$ cat src/rtl/trim_seq.sv
module trim_seq #(
  parameter longint CLK_HZ         = 125_000_000,
  parameter int     STEP_W         = 6,
  parameter int     POS_W          = 5,
  parameter int     RESET_POS      = 0,
  parameter longint T_SEL_SETUP_NS = 100,
  parameter longint T_DIR_SETUP_NS = 2900,
  parameter longint T_DIR_HOLD_NS  = 100,
  parameter longint T_LOW_NS       = 1000,
  parameter longint T_HIGH_NS      = 1000,
  parameter longint T_TAIL_NS      = 1000,
  parameter longint T_RECOV_NS     = 20_000_000
) (
  input  logic              clk,
  input  logic              rst_n,
  input  logic              cmd_valid,
  output logic              cmd_ready,
  input  logic [STEP_W-1:0] cmd_steps,
  input  logic              cmd_up,
  input  logic              cmd_commit,
  output logic              busy,
  output logic              done,
  output logic              sel_n,
  output logic              dir_up,
  output logic              step_n,
  output logic [POS_W-1:0]  wiper_pos
);

  function automatic int ns2cyc(input longint ns);
    longint c;
    c = (ns * CLK_HZ + 64'd999_999_999) / 64'd1_000_000_000;
    return (c < 1) ? 1 : int'(c);
  endfunction

  localparam int C_SEL   = ns2cyc(T_SEL_SETUP_NS);
  localparam int C_DIR   = ns2cyc(T_DIR_SETUP_NS);
  localparam int C_SETUP = (C_SEL > C_DIR) ? C_SEL : C_DIR;
  localparam int C_LOW   = ns2cyc(T_LOW_NS);
  localparam int C_HIGH  = ns2cyc(T_HIGH_NS);
  localparam int C_TAIL  = ns2cyc(T_TAIL_NS);
  localparam int C_LAST  = (C_LOW > C_TAIL) ? C_LOW : C_TAIL;
  localparam int C_HOLD  = ns2cyc(T_DIR_HOLD_NS);
  localparam int C_RECOV = ns2cyc(T_RECOV_NS);
  localparam int C_M1    = (C_SETUP > C_LAST) ? C_SETUP : C_LAST;
  localparam int C_M2    = (C_HIGH > C_HOLD) ? C_HIGH : C_HOLD;
  localparam int C_MAXPH = (C_M1 > C_M2) ? C_M1 : C_M2;
  localparam int TW      = $clog2(C_MAXPH + 1);
  localparam int RW      = $clog2(C_RECOV + 1);
  localparam int POS_MAX = (1 << POS_W) - 1;

  typedef enum logic [2:0] {S_IDLE, S_SETUP, S_LOW, S_HIGH, S_TAIL, S_REL} st_t;

  st_t               st;
  logic [TW-1:0]     tmr;
  logic [RW-1:0]     rec;
  logic [STEP_W-1:0] left;
  logic              commit_q;

  wire tmr_end   = (tmr == '0);
  wire last_step = (left == STEP_W'(1));

  function automatic logic [POS_W-1:0] bump(input logic [POS_W-1:0] p, input logic up);
    if (up)  return (p == POS_W'(POS_MAX)) ? p : p + 1'b1;
    else     return (p == '0) ? p : p - 1'b1;
  endfunction

  assign cmd_ready = (st == S_IDLE) && (rec == '0);
  assign busy      = (st != S_IDLE);

  always_ff @(posedge clk) begin
    if (!rst_n) begin
      st        <= S_IDLE;
      tmr       <= '0;
      rec       <= '0;
      left      <= '0;
      commit_q  <= 1'b0;
      sel_n     <= 1'b1;
      step_n    <= 1'b1;
      dir_up    <= 1'b0;
      done      <= 1'b0;
      wiper_pos <= POS_W'(RESET_POS);
    end else begin
      done <= 1'b0;
      if (rec != '0) rec <= rec - 1'b1;
      if (!tmr_end)  tmr <= tmr - 1'b1;
      case (st)
        S_IDLE: if (cmd_valid && cmd_ready) begin
          left     <= cmd_steps;
          commit_q <= cmd_commit;
          dir_up   <= cmd_up;
          if (cmd_steps == '0 && !cmd_commit) begin
            done <= 1'b1;
          end else begin
            sel_n <= 1'b0;
            st    <= S_SETUP;
            tmr   <= TW'(C_SETUP - 1);
          end
        end
        S_SETUP, S_HIGH: if (tmr_end) begin
          if (left == '0) begin
            st  <= S_TAIL;
            tmr <= TW'(C_TAIL - 1);
          end else begin
            st        <= S_LOW;
            step_n    <= 1'b0;
            left      <= left - 1'b1;
            wiper_pos <= bump(wiper_pos, dir_up);
            tmr       <= (last_step && !commit_q) ? TW'(C_LAST - 1) : TW'(C_LOW - 1);
          end
        end
        S_LOW: if (tmr_end) begin
          if (left == '0 && !commit_q) begin
            sel_n <= 1'b1;
            rec   <= RW'(C_RECOV);
            st    <= S_REL;
            tmr   <= TW'(C_HOLD - 1);
          end else begin
            step_n <= 1'b1;
            st     <= S_HIGH;
            tmr    <= TW'(C_HIGH - 1);
          end
        end
        S_TAIL: if (tmr_end) begin
          sel_n <= 1'b1;
          rec   <= RW'(C_RECOV);
          st    <= S_REL;
          tmr   <= TW'(C_HOLD - 1);
        end
        S_REL: if (tmr_end) begin
          step_n <= 1'b1;
          done   <= 1'b1;
          st     <= S_IDLE;
        end
        default: st <= S_IDLE;
      endcase
    end
  end

  logic [TW-1:0] lo_run;
  logic [RW-1:0] desel_run;

  always_ff @(posedge clk) begin
    if (!rst_n) begin
      lo_run    <= '0;
      desel_run <= '1;
    end else begin
      lo_run    <= step_n ? '0 : ((lo_run == '1) ? lo_run : lo_run + 1'b1);
      desel_run <= !sel_n ? '0 : ((desel_run == '1) ? desel_run : desel_run + 1'b1);
    end
  end


  pos_sel_chk: assert property (@(posedge clk) disable iff (!rst_n)
    !$stable(wiper_pos) |-> (!sel_n && $fell(step_n)));


  dir_stable_chk: assert property (@(posedge clk) disable iff (!rst_n)
    (!sel_n && !$past(sel_n)) |-> $stable(dir_up));


  no_fall_desel_chk: assert property (@(posedge clk) disable iff (!rst_n)
    $fell(step_n) |-> (!sel_n && !$past(sel_n)));


  low_width_chk: assert property (@(posedge clk) disable iff (!rst_n)
    ($rose(step_n) && !sel_n) |-> (lo_run >= TW'(C_LOW)));


  recov_chk: assert property (@(posedge clk) disable iff (!rst_n)
    $fell(sel_n) |-> (desel_run >= RW'(C_RECOV)));


  done_pulse_chk: assert property (@(posedge clk) disable iff (!rst_n)
    done |=> !done);

endmodule

$ cat config.mk
export PLATFORM = sky130hd
export DESIGN_NAME = trim_seq
export DESIGN_NICKNAME = d
export VERILOG_FILES = /design/src/rtl/trim_seq.sv
export SDC_FILE = /design/constraint.sdc
export NUM_CORES = 1
export LEC_CHECK = 0
export BUFFER_PORTS_ARGS = -buffer_cell sky130_fd_sc_hd__buf_2
export CAP_MARGIN = 20
export CELL_PAD_IN_SITES_DETAIL_PLACEMENT = 1
export CELL_PAD_IN_SITES_GLOBAL_PLACEMENT = 2
export CORE_MARGIN = 2
export CORE_UTILIZATION = 33
export CTS_CLUSTER_SIZE = 12
export DETAILED_ROUTE_END_ITERATION = 10
export PLACE_DENSITY_LB_ADDON = 0.1
export SYNTH_ARGS = -nofsm -noshare
export SYNTH_HDL_FRONTEND = slang
export SYNTH_SLANG_ARGS = --single-unit
$ cat constraint.sdc
create_clock -name clk -period 2.15 [get_ports clk]
set_clock_uncertainty 0.1 [all_clocks]
set_input_delay 0.3225 -clock clk [delete_from_list [all_inputs] [get_ports clk]]
set_output_delay 0.3225 -clock clk [all_outputs]
set_load 0.02 [all_outputs]
---- Word-level counts from Yosys, hierarchy flattened ----
Cells that the tools add are included.
word-level totals
  bits in registers ....................... 50
operators by class
  add/subtract/negate cells ............... 5
  equal/unequal tests ..................... 17
  mux-type cells .......................... 44
  bitwise operators ....................... 1
  reduce and logical (&&, ||, !) cells .... 24
operator list
  kind                   number
  $mux 22                4
  $mux 9                 6
  $pmux 22 s2            1
  $pmux 9 s4             1
  $mux 3                 8
  $logic_not 22->1       1
  $reduce_bool 22->1     1
  $sub 22x1->22 const B  1
  $ne 2x2->1 const B     10
  $mux 6                 3
  $reduce_and 6->1       3
  $mux 5                 3
  $pmux 3 s5             1
  $logic_not 6->1        2
  $mux 1                 12
  $pmux 6 s2             1
  $logic_not 9->1        1
  $reduce_bool 3->1      3
  $sub 9x1->9 const B    1
  $mux 7                 1
  $eq 3x2->1 const B     2
  $eq 3x3->1 const B     2
  $pmux 1 s3             2
  $sub 6x1->6 const B    1
  other kinds (16)       20

---- Logic depth before layout (Yosys ltp) ----
Gate-level depths: netlist of run 1.
  word-level depth ........................ 5
  gate-level depth with buffers ........... 11
  depth with buffers taken out ............ 9

---- Worst setup path after synthesis of run 1 ----
OpenSTA, ideal clock, no wires.
  path kind ............................... reg-to-reg
  from .................................... register tmr[0]
  to ...................................... register tmr[0]
  setup time .............................. 0.095 ns
  data arrival time ....................... 2.147 ns
  required time ........................... 1.955 ns
  setup slack ............................. -0.193 ns
  cell stages (with the launch flop) ...... 12
  buffers on the path ..................... 2
  clock period less this slack ............ 2.343 ns
  path through ............................ dfxtp_1 > inv_1 > ha_1 > nor4b_1 > and2_1 > buf_2 > inv_2 > buf_1 > ha_1 > nor2_1 > o21ai_0 > a221oi_1
between the ends
  longest elaborated chain between the ends .. 5
  elaborated cells between the ends (all ways) .. 9
  those cells by class .................... 1 x add/sub; 7 x mux; 1 x reduce/logical
ends and longest elaborated chain
  element                                         RTL line  source
  start: declaration                              54        logic [TW-1:0] tmr;
  start signal: assignment                        85        if (!tmr_end) tmr <= tmr - 1'b1;
  start signal: assignment                        96        tmr <= TW'(C_SETUP - 1);
  start signal: assignment                        102       tmr <= TW'(C_TAIL - 1);
  $sub 9x1->9 or $logic_not 9->1 (tied branches)  85, 59
  $mux 9                                          85
  $mux 9                                          91        if (cmd_steps == '0 && !cmd_commit) begin
  $mux 9                                          87        S_IDLE: if (cmd_valid && cmd_ready) begin
  $pmux 9 s4 *                                    86        case (st)
Mark *: on every way between the ends. The rest lies on a longest branch, timed or not.
A chain may end at the register's enable or synchronous reset.

---- Final worst setup path of run 1 ----
  from .................................... register rec[9]
  to ...................................... register rec[15]
between the ends
  longest elaborated chain between the ends .. 5
  elaborated cells between the ends (all ways) .. 7
  those cells by class .................... 1 x add/sub; 5 x mux; 1 x reduce/logical
ends and longest elaborated chain
  element                                              RTL line  source
  start: declaration                                   55        logic [RW-1:0] rec;
  start signal: assignment                             84        if (rec != '0) rec <= rec - 1'b1;
  start signal: assignment                             114       rec <= RW'(C_RECOV);
  start signal: assignment                             125       rec <= RW'(C_RECOV);
  $sub 22x1->22 or $reduce_bool 22->1 (tied branches)  84
  $mux 22 *                                            84
  $mux 22                                              112       if (left == '0 && !commit_q) begin
  $mux 22                                              111       S_LOW: if (tmr_end) begin
  $pmux 22 s2 *                                        86
Marks and branches as above.

==> reports/results.txt, run 1 <==
Util after Layout: 45.3%
Worst Max-Slew Pin Slew: 0.684 ns
Design area: 3990 um^2
First-pass GRT wire length: 15200 um
Post-synth EDFFs: 0
Detailed Place HPWL: 6860 um
Final Hold Vio Count: 0
Vias per inst: 5.50
Initial antenna violation count: 0
Fmax achieved: 0.465 GHz
Req. time, crit path: 2.29 ns
RSZ-0062 raised after global routing: true
R2R setup slack: 0.001 ns
Synth Cell Area: 3010 um^2
Cell Int Power: 3.86 mW
Area growth syn-to-layout: 32.3%
Clock power share: 10.4%
Pre-antenna DRT Iters: 4
WL per Instance: 17.0 um
Avg Inst Size Synth: 8.12 um^2
Antenna-violating nets left: 0
Max-slew headroom: 54.2%
Core ar.: 8810 um^2
Critical path class: reg2reg
Max-Cap Viols: 0
Antenna diodes: 0
Overflow after GRT: 0
Fill cells: 1088
Adder-cell share of the synthesized area: 4.40%
Clock latency on the worst-skew pair: 0.31 ns
Post-synthesis register bit count: 50
Synth unique cells: 58
Row cnt: 34
VDD IR max: 0.810 mV
Synth Area in Compound Gates: 22.1%
Post-Route WL: 9380 um
Layout cell share with drive strength beyond 1: 33.0%
Tot GR Track Use: 19.0%
Final nets: 466
Vias in the first global route: 3078
Setup violations, final: 0
Sw Share: 43.9%
Warnings, synthesis: 0
Largest family of logic cells by synthesized area: simple AND/OR/NAND/NOR gates
Prevailing post-synth register cell: dfxtp_1
Slew Limit Fails: 0
Die X: 99.6 um
Die ar.: 9910 um^2
Initial Util: 34.2%
Clock buffer depth: 2
Async S/R FF share, synth: 0%
Sw Pwr: 3.02 mW
Leakage: 1.64 nW
Xor/xnor share of the synthesized area: 4.36%
Pin count of the biggest net entering global routing: 23
Top Ports: 22
Type of the worst min-delay path: in2reg
Yosys top cell area share: 33.2%
Commonest cells after routing, fill and taps aside: buf_4, dfxtp_1, nor2_1
Post-Synth Simple-Gate Area: 28.8%
Cells after Synth: 371
Gate power share: 67.1%
# clock sinks: 50
Worst Path Arrival: 2.29 ns
Area post-placement: 3650 um^2
Fin crit share: 99.9%
I/O Buffers: 21
Sequential power share: 22.5%
Routability-driven placement congestion ratio: 0.816
DRC Markers: 0
Largest fanout on the critical path: 5
PwrDens: 1730 nW/um^2
CTS tree: built
DR vias: 3042
Min cycle time layout: 2.15 ns
Mux cell area share after synthesis: 3.32%
Reg clk slew, reported paths: 0.10 ns
Seq/Total Area, Yosys: 33.2%
Clock root cell: clkbuf_8
Endpoint class of the critical path: register
Die Span Y: 99.6 um
Synth area leader: dfxtp_1
TritonCTS Buffers: 5
Commonest non-fill, non-tap cell in the layout: buf_4
H-Tree Depth: 2
Startpoint Class: register
Post-Syn Nets: 392
Run status: complete, no violations
Iteration-0 DRC count of the detailed router: 57
Top cells by area, synth: dfxtp_1, nor2_1, nand2_1
==> power groups by stage <==
stage | logic [mW] | registers, mW | clock network, mW
2_1_floorplan | 2.41 | 1.49 | 0
3_5_place_dp | 4.02 | 1.52 | 0
3_3_place_gp | 3.95 | 1.51 | 0
6_report | 4.62 | 1.55 | 0.715
4_1_cts | 4.18 | 1.52 | 0.740
5_1_grt | 5.08 | 1.60 | 0.778
==> registers in the layout (all words and copies together) (netlist names) <==
register and cells:
commit_q 1, dir_up 1, done 1, left 6, rec 22, sel_n 1, st 3, step_n 1
tmr 9, wiper_pos 5
==> stage by stage <==
stage | hold WS, ns | setup WS (ns) | setup TNS, ns | instances | power [mW]
3_3_place_gp | 0.356 | -0.0241 | -0.0655 | 543 | 5.46
6_report | 0.179 | 0.00131 | 0 | 553 | 6.89
4_1_cts | 0.179 | -0.00897 | -0.00897 | 550 | 6.44
2_1_floorplan | 0.343 | 0.0187 | 0 | 371 | 3.91
3_5_place_dp | 0.359 | -0.0737 | -0.318 | 543 | 5.53
5_1_grt | 0.193 | -0.0684 | -0.255 | 553 | 7.45
==> logic make-up after synthesis <==
group | after synthesis
AND/OR/NAND/NOR | 158
multiplexers | 10
flip-flops | 50
AO/OA/AOI/OAI | 99
XOR/XNOR | 15
buffers and inverters | 29
adder cells (fa/ha/maj) | 10
==> layer usage <==
metal	vias up	track usage, %	routed length [um]
met4	0	3.79	124
li1	1507	-	-
met1	1501	25.2	4380
met3	10	2.53	136
met2	24	33.2	4730
met5	-	0	0
==> path summary, 6_finish.rpt <==
kind	startpoint	endpoint	cells after the start
setup / recovery	rec[9]	rec[15]	6
setup reg to reg	rec[9]	rec[15]	6
hold / removal	cmd_up	dir_up	3
hold reg to reg	sel_n	sel_n	1
==> what timing repair did <==
| action | in CTS | in global routing |
|---|---|---|
| gates resized for setup | 12 | 39 |
| buffers inserted | 0 | 4 |
| setup endpoints to repair | 18 | 46 |
| hold buffers | 0 | 0 |
| pin swaps | 1 | 9 |
==> critical path: stages (launching register included) <==
cell and delay (ns):
dfxtp_4 0.37, or4_4 0.55, nor4_2 0.25, o31ai_1 0.11
buf_4 0.16, or4_4 0.42, a21oi_2 0.13
==> synth_stat cells (6+ instances only) <==
| library cell | count |
|---|---|
| a21oi_1 | 22 |
| o21ai_0 | 20 |
| nor2_1 | 37 |
| o31ai_1 | 8 |
| o211ai_1 | 6 |
| xor2_1 | 10 |
| nand3_1 | 8 |
| a21boi_0 | 6 |
| inv_1 | 12 |
| nor2b_1 | 9 |
| nor3_1 | 12 |
| nor4_1 | 8 |
| dfxtp_1 | 50 |
| or4_1 | 7 |
| or3_1 | 9 |
| nand2_1 | 34 |
| a31oi_1 | 6 |
| clkbuf_1 | 10 |
| ha_1 | 9 |
| mux2i_1 | 10 |
==> cell type report <==
cell class	count	area, um^2	area share (%)
sequential	50	1010	25.5
timing repair buffer	83	584	14.7
clock buffer	6	82.6	2.07
multi-input combinational	292	2090	52.4
inverter	13	51.3	1.29
tap	108	135	3.39
clock inverter	1	30.0	0.754
No activity file was read; power rests on OpenSTA's default activity.
==> inputs of run 2 (changes only) <==
- CORE_UTILIZATION: 33 -> 36
- clock period: 2.15 -> 2.3 ns (I/O delays scaled with it)
==> reports/results.txt, run 2 (synthesized netlist as in run 1, its figures left out) <==
Cell Count, Final, Fillers Out: 524
Final Hold Slack: 0.204 ns
Min cycle time layout: 2.21 ns
Pre-antenna DRT Iters: 4
Max-Cap Viols: 0
Cell Int Power: 2.99 mW
Commonest non-fill, non-tap cell in the layout: dfxtp_1
# clock sinks: 50
Post-Route WL: 8940 um
Fill cells: 1007
Die X: 95.5 um
Clock latency on the worst-skew pair: 0.32 ns
TritonCTS Buffers: 5
Multi-input logic area: 1990 um^2
Worst path cell trace: or4_4 -> nor4_4 -> o31ai_2 -> buf_4 -> or4_1 -> a21oi_2
Place WS: 0.0170 ns
First-pass GRT wire length: 14600 um
Die ar.: 9120 um^2
Setup violations, final: 0
Worst path max stage delay: 0.60 ns
Sw Pwr: 2.57 mW
Overflow after GRT: 0
Fmax achieved: 0.453 GHz
Clock buffer depth: 2
Max-slew headroom: 62.7%
Post-placement cell count: 515
Reg clk slew, reported paths: 0.10 ns
Sequential power share: 26.5%
PwrDens: 1520 nW/um^2
Worst Max-Slew Pin Slew: 0.556 ns
Routability-driven placement congestion ratio: 0.786
Sequential cell area: 1010 um^2
Pin count of the biggest net entering global routing: 18
Layout cell share with drive strength beyond 1: 24.6%
VDD IR max: 0.801 mV
Final setup margin: 0.0906 ns
Initial antenna violation count: 0
Antenna-violating nets left: 0
Largest registers: rec: 22 flops, tmr: 9 flops, left: 6 flops
I/O Buffers: 21
Antenna diodes: 0
Vias per inst: 5.62
Top Ports: 22
Leakage: 1.50 nW
Req. time, crit path: 2.44 ns
Final Hold Vio Count: 0
Vias in the first global route: 2943
Area growth syn-to-layout: 21.5%
DRC Markers: 0
Die Span Y: 95.5 um
CTS tree: built
Util after Layout: 44.8%
Clock root cell: clkbuf_8
Detailed Place HPWL: 6770 um
Commonest cells after routing, fill and taps aside: dfxtp_1, nor2_1, nand2_1, buf_4
Clock power share: 12.0%
Max FFs per register: 22
Crit path max-delay cell type: or4_4
Largest fanout on the critical path: 6
Core ar.: 8180 um^2
Row cnt: 33
Gate power share: 61.5%
DR vias: 2944
Most flop-heavy register: rec
Type of the worst min-delay path: in2reg
Endpoint class of the critical path: register
WL per Instance: 17.1 um
Run status: complete, no violations
Final nets: 439
Initial Util: 36.9%
Iteration-0 DRC count of the detailed router: 65
Worst Path Arrival: 2.35 ns
CP bufs+invs: 1
Startpoint Class: register
Sw Share: 46.3%
Slew Limit Fails: 0
Fin crit share: 96.1%
Cell family with most CP delay: simple AND/OR/NAND/NOR gates
Critical path class: reg2reg
Tot GR Track Use: 20.4%
H-Tree Depth: 2
==> run 2: changes by cell type in the layout (fill, tap and decap cells not counted), sizes merged <==
cell	delta
inv	+1
buf	-27
clkbuf	-1
clkinv	+1
==> run 2: worst reg2reg max path, cell delays in order, from the launching register on <==
cell and delay (ns):
dfxtp_2 0.36, or4_4 0.60, nor4_4 0.24, o31ai_2 0.11, buf_4 0.17, or4_1 0.42, a21oi_2 0.16
==> run 2: per-stage QoR <==
step	TNS [ns]	instance area, um^2	power [mW]
CTS	0	3570	5.41
floorplan	0	3020	3.62
detailed placement	0	3450	4.71
finish	0	3660	5.56
global route	-0.00225	3660	6.05
global placement	0	3450	4.62
==> run 2: cell type report <==
class	instances	area share [%]
clock inverter	3	1.20
timing repair buffer	56	10.2
tap	105	3.59
clock buffer	5	1.88
sequential	50	27.5
multi-input combinational	292	54.3
inverter	13	1.40
==> run 2: worst paths after layout <==
| kind | start | end | cells past startpoint | slack [ns] |
|---|---|---|---|---|
| max | rec[8] | rec[15] | 6 | 0.09 |
| min | cmd_up | dir_up | 3 | 0.20 |
| max reg2reg | rec[8] | rec[15] | 6 | 0.09 |
| min reg2reg | sel_n | sel_n | 1 | 0.36 |
==> run 2: what timing repair did <==
| item | 4_1_cts | 5_1_grt |
|---|---|---|
| buffers inserted | 0 | 1 |
| setup endpoints to repair | 1 | 33 |
| resized for setup | 1 | 23 |
| hold buffers | 0 | 0 |
| pin swaps | 0 | 3 |
==> run 2: per-layer routing <==
metal / wire, um / track usage (%) / up-vias
met5: 0 / 0 / -
met4: 97 / 5.71 / 0
met3: 182 / 2.92 / 7
met2: 4430 / 35.4 / 28
met1: 4230 / 26.3 / 1450
li1: - / - / 1459
==> run 2: power by group through the flow <==
stage / sequential, mW / clock, mW / combinational (mW)
after CTS: 1.44 / 0.691 / 3.27
after floorplan: 1.39 / 0 / 2.23
final: 1.47 / 0.667 / 3.42
after global routing: 1.52 / 0.724 / 3.80
after detailed placement: 1.45 / 0 / 3.25
after global placement: 1.44 / 0 / 3.18
